`src/rtl/tune_store_pkg.sv`:
```
package tune_store_pkg;
  localparam int CELL_W    = 32;
  localparam int RELAY_W   = 30;
  localparam int VALID_BIT = 31;
  localparam int BYTES_PER_CELL = CELL_W / 8;

  typedef enum logic [1:0] {
    ST_IDLE,
    ST_WRITE,
    ST_READ,
    ST_DECIDE
  } ts_state_e;
endpackage

```
`src/rtl/ts_byte_mem.sv`:
```
module ts_byte_mem #(
  parameter int DEPTH = 256,
  localparam int AW   = $clog2(DEPTH)
) (
  input  logic          clk,
  input  logic          rst_n,
  input  logic          we,
  input  logic [AW-1:0] addr,
  input  logic [7:0]    wdata,
  output logic [7:0]    rdata
);
  logic [7:0] mem_q [DEPTH];

  // Erased state is all ones: every cell reads as "no data".
  always_ff @(posedge clk or negedge rst_n) begin
    if (!rst_n) begin
      for (int i = 0; i < DEPTH; i++) mem_q[i] <= 8'hFF;
    end else if (we) begin
      mem_q[addr] <= wdata;
    end
  end

  assign rdata = mem_q[addr];
endmodule

```
`src/rtl/ts_pick.sv`:
```
module ts_pick
  import tune_store_pkg::*;
#(
  parameter int ANT_N = 4,
  localparam int ANT_W = $clog2(ANT_N)
) (
  input  logic [ANT_N-1:0][CELL_W-1:0] cells,
  input  logic [ANT_W-1:0]             last_ant,
  output logic                         hit,
  output logic [ANT_W-1:0]             ant,
  output logic [RELAY_W-1:0]           relay
);
  logic [ANT_N-1:0] vld;

  for (genvar a = 0; a < ANT_N; a++) begin : g_vld
    assign vld[a] = ~cells[a][VALID_BIT];
  end

  always_comb begin
    hit = |vld;
    ant = '0;
    for (int a = ANT_N - 1; a >= 0; a--) begin
      if (vld[a]) ant = ANT_W'(a);
    end
    if (vld[last_ant]) ant = last_ant;
    relay = hit ? cells[ant][RELAY_W-1:0] : '0;
  end
endmodule

```
`src/rtl/ts_ctrl.sv`:
```
module ts_ctrl
  import tune_store_pkg::*;
#(
  parameter int SEG_N = 16,
  parameter int ANT_N = 4,
  localparam int SEG_W = $clog2(SEG_N),
  localparam int ANT_W = $clog2(ANT_N),
  localparam int IDX_N = ANT_N * BYTES_PER_CELL,
  localparam int IDX_W = $clog2(IDX_N),
  localparam int AW    = $clog2(SEG_N * IDX_N)
) (
  input  logic                         clk,
  input  logic                         rst_n,
  input  logic                         lk_start,
  input  logic [SEG_W-1:0]             lk_seg,
  input  logic                         wr_start,
  input  logic [SEG_W-1:0]             wr_seg,
  input  logic [ANT_W-1:0]             wr_ant,
  input  logic [RELAY_W-1:0]           wr_relay,
  output logic                         mem_we,
  output logic [AW-1:0]                mem_addr,
  output logic [7:0]                   mem_wdata,
  input  logic [7:0]                   mem_rdata,
  output logic [ANT_N-1:0][CELL_W-1:0] cells,
  output logic [ANT_W-1:0]             last_ant,
  input  logic                         pick_hit,
  input  logic [ANT_W-1:0]             pick_ant,
  input  logic [RELAY_W-1:0]           pick_relay,
  output logic                         busy,
  output logic                         done,
  output logic [ANT_W-1:0]             hit_ant,
  output logic [RELAY_W-1:0]           hit_relay,
  output logic                         miss
);
  localparam logic [IDX_W-1:0] LAST_IDX = IDX_W'(IDX_N - 1);

  ts_state_e                    st_q, st_d;
  logic [IDX_W-1:0]             cnt_q, cnt_d;
  logic [SEG_W-1:0]             seg_q, seg_d;
  logic [ANT_W-1:0]             ant_q, ant_d;
  logic [RELAY_W-1:0]           rly_q, rly_d;
  logic [ANT_W-1:0]             last_q, last_d;
  logic [ANT_N-1:0][CELL_W-1:0] cells_q, cells_d;
  logic                         done_q, done_d;
  logic [ANT_W-1:0]             hant_q, hant_d;
  logic [RELAY_W-1:0]           hrly_q, hrly_d;
  logic                         miss_q, miss_d;
  logic [CELL_W-1:0]            wr_word;

  assign wr_word = {1'b0, 1'b0, rly_q};

  always_comb begin
    st_d    = st_q;
    cnt_d   = cnt_q;
    seg_d   = seg_q;
    ant_d   = ant_q;
    rly_d   = rly_q;
    last_d  = last_q;
    cells_d = cells_q;
    done_d  = 1'b0;
    hant_d  = hant_q;
    hrly_d  = hrly_q;
    miss_d  = miss_q;
    mem_we  = 1'b0;
    mem_wdata = wr_word[8*cnt_q[1:0] +: 8];
    if (st_q == ST_WRITE)
      mem_addr = AW'((int'(seg_q) * ANT_N + int'(ant_q)) * BYTES_PER_CELL
                     + int'(cnt_q[1:0]));
    else
      mem_addr = AW'(int'(seg_q) * IDX_N + int'(cnt_q));

    case (st_q)
      ST_IDLE: begin
        cnt_d = '0;
        if (wr_start) begin
          st_d   = ST_WRITE;
          seg_d  = wr_seg;
          ant_d  = wr_ant;
          rly_d  = wr_relay;
          last_d = wr_ant;
        end else if (lk_start) begin
          st_d  = ST_READ;
          seg_d = lk_seg;
        end
      end
      ST_WRITE: begin
        mem_we = 1'b1;
        cnt_d  = cnt_q + IDX_W'(1);
        if (cnt_q[1:0] == 2'd3) st_d = ST_IDLE;
      end
      ST_READ: begin
        cells_d[cnt_q[IDX_W-1:2]][8*cnt_q[1:0] +: 8] = mem_rdata;
        cnt_d = cnt_q + IDX_W'(1);
        if (cnt_q == LAST_IDX) st_d = ST_DECIDE;
      end
      ST_DECIDE: begin
        done_d = 1'b1;
        hant_d = pick_hit ? pick_ant : '0;
        hrly_d = pick_relay;
        miss_d = ~pick_hit;
        if (pick_hit) last_d = pick_ant;
        st_d = ST_IDLE;
      end
      default: st_d = ST_IDLE;
    endcase
  end

  always_ff @(posedge clk or negedge rst_n) begin
    if (!rst_n) begin
      st_q    <= ST_IDLE;
      cnt_q   <= '0;
      seg_q   <= '0;
      ant_q   <= '0;
      rly_q   <= '0;
      last_q  <= '0;
      cells_q <= '1;
      done_q  <= 1'b0;
      hant_q  <= '0;
      hrly_q  <= '0;
      miss_q  <= 1'b0;
    end else begin
      st_q    <= st_d;
      cnt_q   <= cnt_d;
      seg_q   <= seg_d;
      ant_q   <= ant_d;
      rly_q   <= rly_d;
      last_q  <= last_d;
      cells_q <= cells_d;
      done_q  <= done_d;
      hant_q  <= hant_d;
      hrly_q  <= hrly_d;
      miss_q  <= miss_d;
    end
  end

  assign cells     = cells_q;
  assign last_ant  = last_q;
  assign busy      = (st_q != ST_IDLE);
  assign done      = done_q;
  assign hit_ant   = hant_q;
  assign hit_relay = hrly_q;
  assign miss      = miss_q;
endmodule

```
`src/rtl/tune_store.sv`:
```
module tune_store
  import tune_store_pkg::*;
#(
  parameter int SEG_N = 16,
  parameter int ANT_N = 4,
  localparam int SEG_W = $clog2(SEG_N),
  localparam int ANT_W = $clog2(ANT_N),
  localparam int DEPTH = SEG_N * ANT_N * BYTES_PER_CELL,
  localparam int AW    = $clog2(DEPTH)
) (
  input  logic               clk,
  input  logic               rst_n,
  input  logic               lk_start,
  input  logic [SEG_W-1:0]   lk_seg,
  input  logic               wr_start,
  input  logic [SEG_W-1:0]   wr_seg,
  input  logic [ANT_W-1:0]   wr_ant,
  input  logic [RELAY_W-1:0] wr_relay,
  output logic               busy,
  output logic               done,
  output logic [ANT_W-1:0]   hit_ant,
  output logic [RELAY_W-1:0] hit_relay,
  output logic               miss
);
  logic                         mem_we;
  logic [AW-1:0]                mem_addr;
  logic [7:0]                   mem_wdata, mem_rdata;
  logic [ANT_N-1:0][CELL_W-1:0] cells;
  logic [ANT_W-1:0]             last_ant;
  logic                         pick_hit;
  logic [ANT_W-1:0]             pick_ant;
  logic [RELAY_W-1:0]           pick_relay;

  ts_byte_mem #(.DEPTH(DEPTH)) u_mem (
    .clk(clk), .rst_n(rst_n), .we(mem_we), .addr(mem_addr),
    .wdata(mem_wdata), .rdata(mem_rdata)
  );

  ts_pick #(.ANT_N(ANT_N)) u_pick (
    .cells(cells), .last_ant(last_ant),
    .hit(pick_hit), .ant(pick_ant), .relay(pick_relay)
  );

  ts_ctrl #(.SEG_N(SEG_N), .ANT_N(ANT_N)) u_ctrl (
    .clk(clk), .rst_n(rst_n),
    .lk_start(lk_start), .lk_seg(lk_seg),
    .wr_start(wr_start), .wr_seg(wr_seg), .wr_ant(wr_ant), .wr_relay(wr_relay),
    .mem_we(mem_we), .mem_addr(mem_addr), .mem_wdata(mem_wdata), .mem_rdata(mem_rdata),
    .cells(cells), .last_ant(last_ant),
    .pick_hit(pick_hit), .pick_ant(pick_ant), .pick_relay(pick_relay),
    .busy(busy), .done(done), .hit_ant(hit_ant), .hit_relay(hit_relay), .miss(miss)
  );
endmodule

```
`config.mk`:
```
export PLATFORM = sky130hd
export DESIGN_NAME = tune_store
export DESIGN_NICKNAME = d
export VERILOG_FILES = /design/src/rtl/tune_store_pkg.sv /design/src/rtl/ts_byte_mem.sv /design/src/rtl/ts_pick.sv /design/src/rtl/ts_ctrl.sv /design/src/rtl/tune_store.sv
export SDC_FILE = /design/constraint.sdc
export NUM_CORES = 2
export LEC_CHECK = 0
export ABC_AREA = 0
export BUFFER_PORTS_ARGS = -buffer_cell sky130_fd_sc_hd__buf_2
export CAP_MARGIN = 20
export CORE_MARGIN = 1.5
export CORE_UTILIZATION = 41
export DETAILED_ROUTE_END_ITERATION = 6
export PLACE_DENSITY = 0.65
export REMOVE_ABC_BUFFERS = 1
export SYNTH_ARGS = -nofsm -noshare
export SYNTH_HDL_FRONTEND = slang
export SYNTH_SLANG_ARGS = --single-unit
```
`constraint.sdc`:
```
create_clock -name clk -period 4.6 [get_ports clk]
set_input_delay 0.92 -clock clk [delete_from_list [all_inputs] [get_ports clk]]
set_output_delay 0.92 -clock clk [all_outputs]
set_load 0.01 [all_outputs]
```
== Yosys cells after proc, flatten, opt, wreduce, memory -nomap -nowiden ==
Cells that the tools add are included.
Cells by class
  add/sub/neg operators: 5
  multipliers: 0
  divide/modulo/power cells: 0
  order comparisons: 6
  equality and inequality tests: 10
  shift-type cells: 3
  muxes and demuxes: 34
  bitwise logic cells: 6
  reductions and logical operators: 13
Operators by type and width (number)
  bitwise mux 2048 bit: 1
  bitwise mux 128 bit: 1
  binary-select mux 32 bit (select 2 bit): 1
  binary-select mux 8 bit (select 8 bit): 1
  demux 32 bit (select 2 bit): 1
  demux 8 bit (select 8 bit): 1
  two-way mux 30 bit: 2
  negation 5 -> 34 bit: 1
  variable shift 8 x 34 -> 32 bit, first input constant: 1
  variable part select 8 x 34 -> 32 bit: 1
  two-way mux 32 bit: 1
  two-way mux 8 bit: 4
  variable part select 32 x 6 -> 8 bit: 1
  two-way mux 2 bit: 12
  greater-or-equal comparator 9 bit, second input constant: 1
  less-than comparator 2 x 3 -> 1 bit, second input constant: 3
  less-than comparator 9 x 1 -> 1 bit, second input constant: 1
  inverter 8 -> 9 bit: 1
  adder 8 x 3 -> 8 bit: 1
  adder 8 x 4 -> 8 bit: 1
  two-way mux 4 bit: 2
  one-hot mux 2 bit (4 select lines): 1
  one-hot mux 4 bit (2 select lines): 1
  nonzero test 2 bit: 4
  19 further kinds: 32
Word-level totals
  register bits: 2254
  bits in latches: 0
  memory bits (writable): 0
  bits in read-only memories: 0
  bits of input ports: 44
  output and inout bits: 35
  logic and storage cells: 347
  memories kept: 0

== Logic depth before layout (Yosys ltp) ==
  word-level depth: 9
  mapped depth: 16
  depth with buffers taken out: 9

== Cells and area by module ==
From an unflattened synthesis, not the netlist that was laid out.
Unflattened totals
  cell total of the unflattened synthesis: 6659
  area total of the unflattened synthesis: 104735.4 µm²
By module, submodules not included
  ts_byte_mem: instances 1, cells an instance 5832, area each 95273.9 µm²
  ts_ctrl: instances 1, cells an instance 704, area each 8404.3 µm²
  ts_pick: instances 1, cells an instance 123, area each 1057.3 µm²

== Least setup slack after synthesis ==
OpenSTA, ideal clock, no wires.
  kind: reg2reg
  from: register u_ctrl.cnt_q[0]
  to: register u_mem.mem_q[73] (netlist bit)
  setup time: 0.079 ns
  arrival: 2.883 ns
  setup slack: 1.638 ns
  stages on the path, launching flop included: 16
  path buffers: 10
  cells stage by stage: dfrtp_1 > buf_6 > buf_12 > buf_12 > buf_12 > buf_12 > buf_6 > inv_2 > buf_2 > ha_1 > and3_1 > clkbuf_1 > buf_2 > nand2_1 > clkbuf_1 > o21ai_0
Between the ends
  cells in the longest elaborated chain, start to end: 8
  elaborated cells on any way between the ends: 11
  those cells by class: add/sub (2); order compare (2); shift (1); mux (4); bitwise (1); reduce/logical (1)
RTL lines
  start, declared: RTL line ts_ctrl.sv:38  | logic [IDX_W-1:0] cnt_q, cnt_d;
  start signal, assigned: RTL line ts_ctrl.sv:123  | cnt_q <= cnt_d;
  adder 8 x 4 -> 8 bit / adder 8 x 3 -> 8 bit (equally long branches): RTL line ts_ctrl.sv:70, ts_ctrl.sv:68
  two-way mux 8 bit: RTL line ts_ctrl.sv:66  | if (st_q == ST_WRITE)
  inverter 8 -> 9 bit (not written as such): RTL line ts_byte_mem.sv:19  | mem_q[addr] <= wdata;
  greater-or-equal comparator 9 bit (not written as such) / less-than comparator 9 x 1 -> 1 bit (equally long branches): RTL line ts_byte_mem.sv:19
  logical AND 1 bit (not written as such): RTL line ts_byte_mem.sv:19
  two-way mux 8 bit (not written as such): RTL line ts_byte_mem.sv:19
  demux 8 bit (select 8 bit): RTL line ts_byte_mem.sv:19
  bitwise mux 2048 bit *: RTL line ts_byte_mem.sv:19
  end signal, assigned by index: RTL line ts_byte_mem.sv:19
  end, declared: RTL line ts_byte_mem.sv:12  | logic [7:0] mem_q [DEPTH];
Every way passes the cells marked *; elsewhere a longest branch is shown, timed or not.
A chain may end at the register's enable or synchronous reset.

== Worst setup path after layout ==
  from: register u_ctrl.st_q[1]
  to: register u_ctrl.cells_q, in the netlist u_ctrl.cells[35]
Between the ends
  cells in the longest elaborated chain, start to end: 8
  elaborated cells on any way between the ends: 9
  those cells by class: eq/ne (2); shift (1); mux (5); bitwise (1)
RTL lines
  start, declared: RTL line ts_ctrl.sv:37  | ts_state_e st_q, st_d;
  start signal, assigned: RTL line ts_ctrl.sv:122  | st_q <= st_d;
  == test 2 x 1 -> 1 bit: RTL line ts_ctrl.sv:66
  two-way mux 8 bit: RTL line ts_ctrl.sv:66
  inverter 8 -> 9 bit (not written as such): RTL line ts_byte_mem.sv:23  | assign rdata = mem_q[addr];
  binary-select mux 8 bit (select 8 bit): RTL line ts_byte_mem.sv:23
  two-way mux 8 bit (not written as such) (2 in series): RTL line ts_byte_mem.sv:23
  variable part select 8 x 34 -> 32 bit: RTL line ts_ctrl.sv:92  | cells_d[cnt_q[IDX_W-1:2]][8*cnt_q[1:0] +: 8] = mem_rdata;
  bitwise mux 128 bit: RTL line ts_ctrl.sv:92
  end signal, assigned: RTL line ts_ctrl.sv:128  | cells_q <= cells_d;
  end, declared: RTL line ts_ctrl.sv:43  | logic [ANT_N-1:0][CELL_W-1:0] cells_q, cells_d;
Parallel ways exist; a longest one is shown, timed or not. The select of a mux whose other input is x is not followed.

==> out/metrics.yaml <==
run_status:
  status: "complete, but fails checks"
  violations: "negative setup slack"
timing:
  fmaxAchievable_mhz: 214
  finalCritPeriodShare: 1.02
  fin_ws_ns: -0.0723
  finalHoldViolations: 0
  rsz0062_at_grt: "no"
  tightest_slew_ns: 1.14
  whs_ns: 0.250
  clock-skew-final_ns: 0.0554
  drv_slew: 0
  slew_headroom: 0.229
  period_needed_ns: 4.67
  setup_violations: 12
critical_path:
  path_buf_inv: 4
  end_kind: "flop"
  worst-endpoint-arrival_ns: 5.46
  cpMostUsedCell: "buf_4"
  r2r_start: "u_ctrl.st_q[1]"
  worstPathRequired_ns: 5.39
  cp_slowest_cell: "nor4_1"
  worstSetupStartpoint: "u_ctrl.st_q[1]"
  worst-setup-path-type: "flop to flop"
  startpoint_type: "flop"
  cp_cell_sequence: "inv_1 -> ha_1 -> mux2i_4 -> buf_4 -> buf_4 -> nor4_1 -> nor4_1 -> a31oi_1 -> nor4_2 -> o311ai_2 -> buf_4 -> o21ai_0"
  crit_fanout: 24
  max_stage_delay_ns: 0.85
  crit_family: "simple AND/OR/NAND/NOR gates"
clock_network:
  clock-root-buffer: "clkbuf_16"
  path_clk_slew_ns: 0.07
  cts_made_buffers: 217
  cts_tree: "yes"
  clockBufferDepth: 3
  clock_latency_ns: 0.89
  cts_num_sinks: 2250
  h-tree-depth: 4
logic_synthesis:
  synth_edf_count: 0
  ys_ff_latch: 2250
  yosys.area_share.simple: 0.113
  yosys_most_used_dff: "dfstp_2"
  synth_xor_xnor_area_share: 0
  synth_fa_ha_area_frac: 0.00149
  synth-compound-area-share: 0.137
  synthCells: 9106
  async_reset_ff_frac: 1.00
  synth_area_per_cell_um2: 11.1
  synth.distinct_cells: 53
  ys_seq_area_frac: 0.586
  syn_area_um2: 101000
  ys_warn_count: 0
  synth_top_family_by_area: "compound AO/OA/AOI/OAI gates"
  muxShareOfSynthArea: 0.125
route:
  vias: 70439
  wire_per_inst_um: 23.1
  dr.pass1.iters: 6
  drt_iter0_markers: 6944
  ant_nets: 0
  drcViolationCount: 0
  vias_per_cell: 5.72
  wl_um: 284000
floorplanning:
  dieArea_um2: 249000
  die_x_um: 499
  start_util: 0.413
  ios: 79
  die_y_um: 499
  row_count: 181
  core_area_um2: 244000
finish:
  drive_gt1_frac: 0.385
  final_area_um2: 112000
  fillers: 21892
  most-common-layout-cells: "nand2_1, dfstp_2, o21ai_0"
  fin_nets: 8969
  syn2layout_area_growth_pct: 11.3
  final_common_cell: "nand2_1"
  instances_no_fill: 12305
grt:
  grt_pass1_wl_um: 438000
  antenna_found_initial: 12
  grt_pass1_vias: 69219
  track_usage: 0.227
  overflow: 0
  grt_max_degree: 204
power_and_ir_drop:
  internal-power_uw: 41200
  switching_share: 0.383
  share_seq_of_total_power: 0.377
  p_leak_uw: 0.0392
  comb_power_share: 0.352
  power_uw: 66800
  vdd_drop_max_mv: 0.665
  power.switching_uw: 25600
  clockPowerShare: 0.271
  pwr_density_cell_nw_per_um2: 596
placed_design:
  dpl.cell_count: 11891
  io_buffers: 78
  dp_slack_ns: -0.241
  dpl-instance-area_um2: 105000
  dpl.hpwl_um: 185000
  gp_congestion: 0.922
job:
  max_cap_viol_count: 0
hold_path:
  worstHoldPathType: "primary input to asynchronous set/reset pin"
-- cell type report --
| class | instances | area, µm² | share of cell area |
|---|---|---|---|
| Sequential cell | 2250 | 59000 | 0.526 |
| Clock buffer | 330 | 6450 | 0.0575 |
| Timing Repair Buffer | 372 | 3540 | 0.0315 |
| Inverter | 37 | 139 | 0.00124 |
| Tap cell | 3202 | 4010 | 0.0357 |
| Antenna cell | 4 | 10.0 | 0.0000893 |
| Clock inverter | 75 | 865 | 0.00771 |
| Multi-Input combinational cell | 6035 | 38100 | 0.340 |
-- power by group through the flow --
| stage | clock network [µW] | registers, µW | logic [µW] |
|---|---|---|---|
| after floorplan | 0 | 24900 | 8730 |
| after global placement | 0 | 25200 | 22700 |
| after detailed placement | 0 | 25400 | 23100 |
| after CTS | 18400 | 25100 | 23200 |
| after global routing | 19200 | 25500 | 24800 |
| final | 18100 | 25200 | 23500 |
-- path summary, 6_finish.rpt --
path	end	slack [ns]	cells past startpoint
worst max-delay path	u_ctrl.cells[35]	-0.07	12
worst min-delay path	u_mem.mem_q[1393]	0.25	1
worst max register to register	u_ctrl.cells[35]	-0.07	12
worst min register to register	u_ctrl.cells[74]	0.46	2
max in group asynchronous	u_mem.mem_q[2022]	3.13	3
min in group clk	u_ctrl.rly_q[10]	0.26	2
-- through the flow --
stage / utilization / setup TNS, ns
final: 0.460 / -0.365
after global routing: 0.460 / 0
after CTS: 0.460 / 0
after detailed placement: 0.430 / -2.45
after global placement: 0.430 / -11.32
after floorplan: - / -
-- cells by family (layout without fill, tap and decap cells) --
group / count (synthesis) / in the layout
fa+ha+maj: 12 / 12
flops: 2250 / 2250
buf+inv: 821 / 814
simple gates: 2819 / 2819
compound gates: 2556 / 2556
other cells: 0 / 4
mux: 648 / 648
-- registers in the layout, summed over array words and instances (netlist names) --
name	flops
u_mem.mem_q	2048
u_ctrl.cells	124
u_ctrl.hit_relay	30
u_ctrl.rly_q	30
u_ctrl.cnt_q	4
u_ctrl.seg_q	4
u_ctrl.ant_q	2
u_ctrl.hit_ant	2
u_ctrl.last_ant	2
u_ctrl.st_q	2
u_ctrl.done	1
u_ctrl.miss	1
-- synthesized netlist by cell type, types with 23 or more instances --
| cell | instances | area (µm²) |
|---|---|---|
| o21ai_0 | 2104 | 10500 |
| a22o_1 | 34 | 298 |
| a22oi_1 | 83 | 623 |
| a221oi_1 | 27 | 236 |
| mux4_2 | 482 | 10900 |
| a21oi_1 | 45 | 225 |
| mux2i_1 | 93 | 931 |
| o21ai_1 | 79 | 395 |
| nor2_1 | 55 | 206 |
| and3_1 | 48 | 300 |
| buf_6 | 37 | 417 |
| o22ai_1 | 31 | 194 |
| o22a_1 | 65 | 569 |
| nor4_1 | 173 | 1080 |
| inv_1 | 36 | 135 |
| buf_2 | 113 | 566 |
| buf_4 | 39 | 293 |
| clkbuf_1 | 579 | 2170 |
| dfstp_2 | 2172 | 57100 |
| nand2_1 | 2458 | 9230 |
| a31oi_1 | 35 | 219 |
| mux2_2 | 70 | 788 |
| nand3_1 | 23 | 115 |
| dfrtp_1 | 78 | 1950 |
-- routing by layer --
| layer | vias up | track usage | share of wire |
|---|---|---|---|
| li1 | 31566 | - | - |
| met4 | 8 | 0.0809 | 0.035 |
| met5 | - | 0 | 0.00021 |
| met2 | 2550 | 0.346 | 0.45 |
| met3 | 501 | 0.0458 | 0.078 |
| met1 | 35814 | 0.323 | 0.43 |
-- repair_timing --
item                       CTS  global route
hold buffers                 0             0
setup endpoints to repair   27             3
setup buffers                4             0
gates resized for setup      3             1
cloned                       0             0
Note: power is estimated with default switching activity, not from simulation.
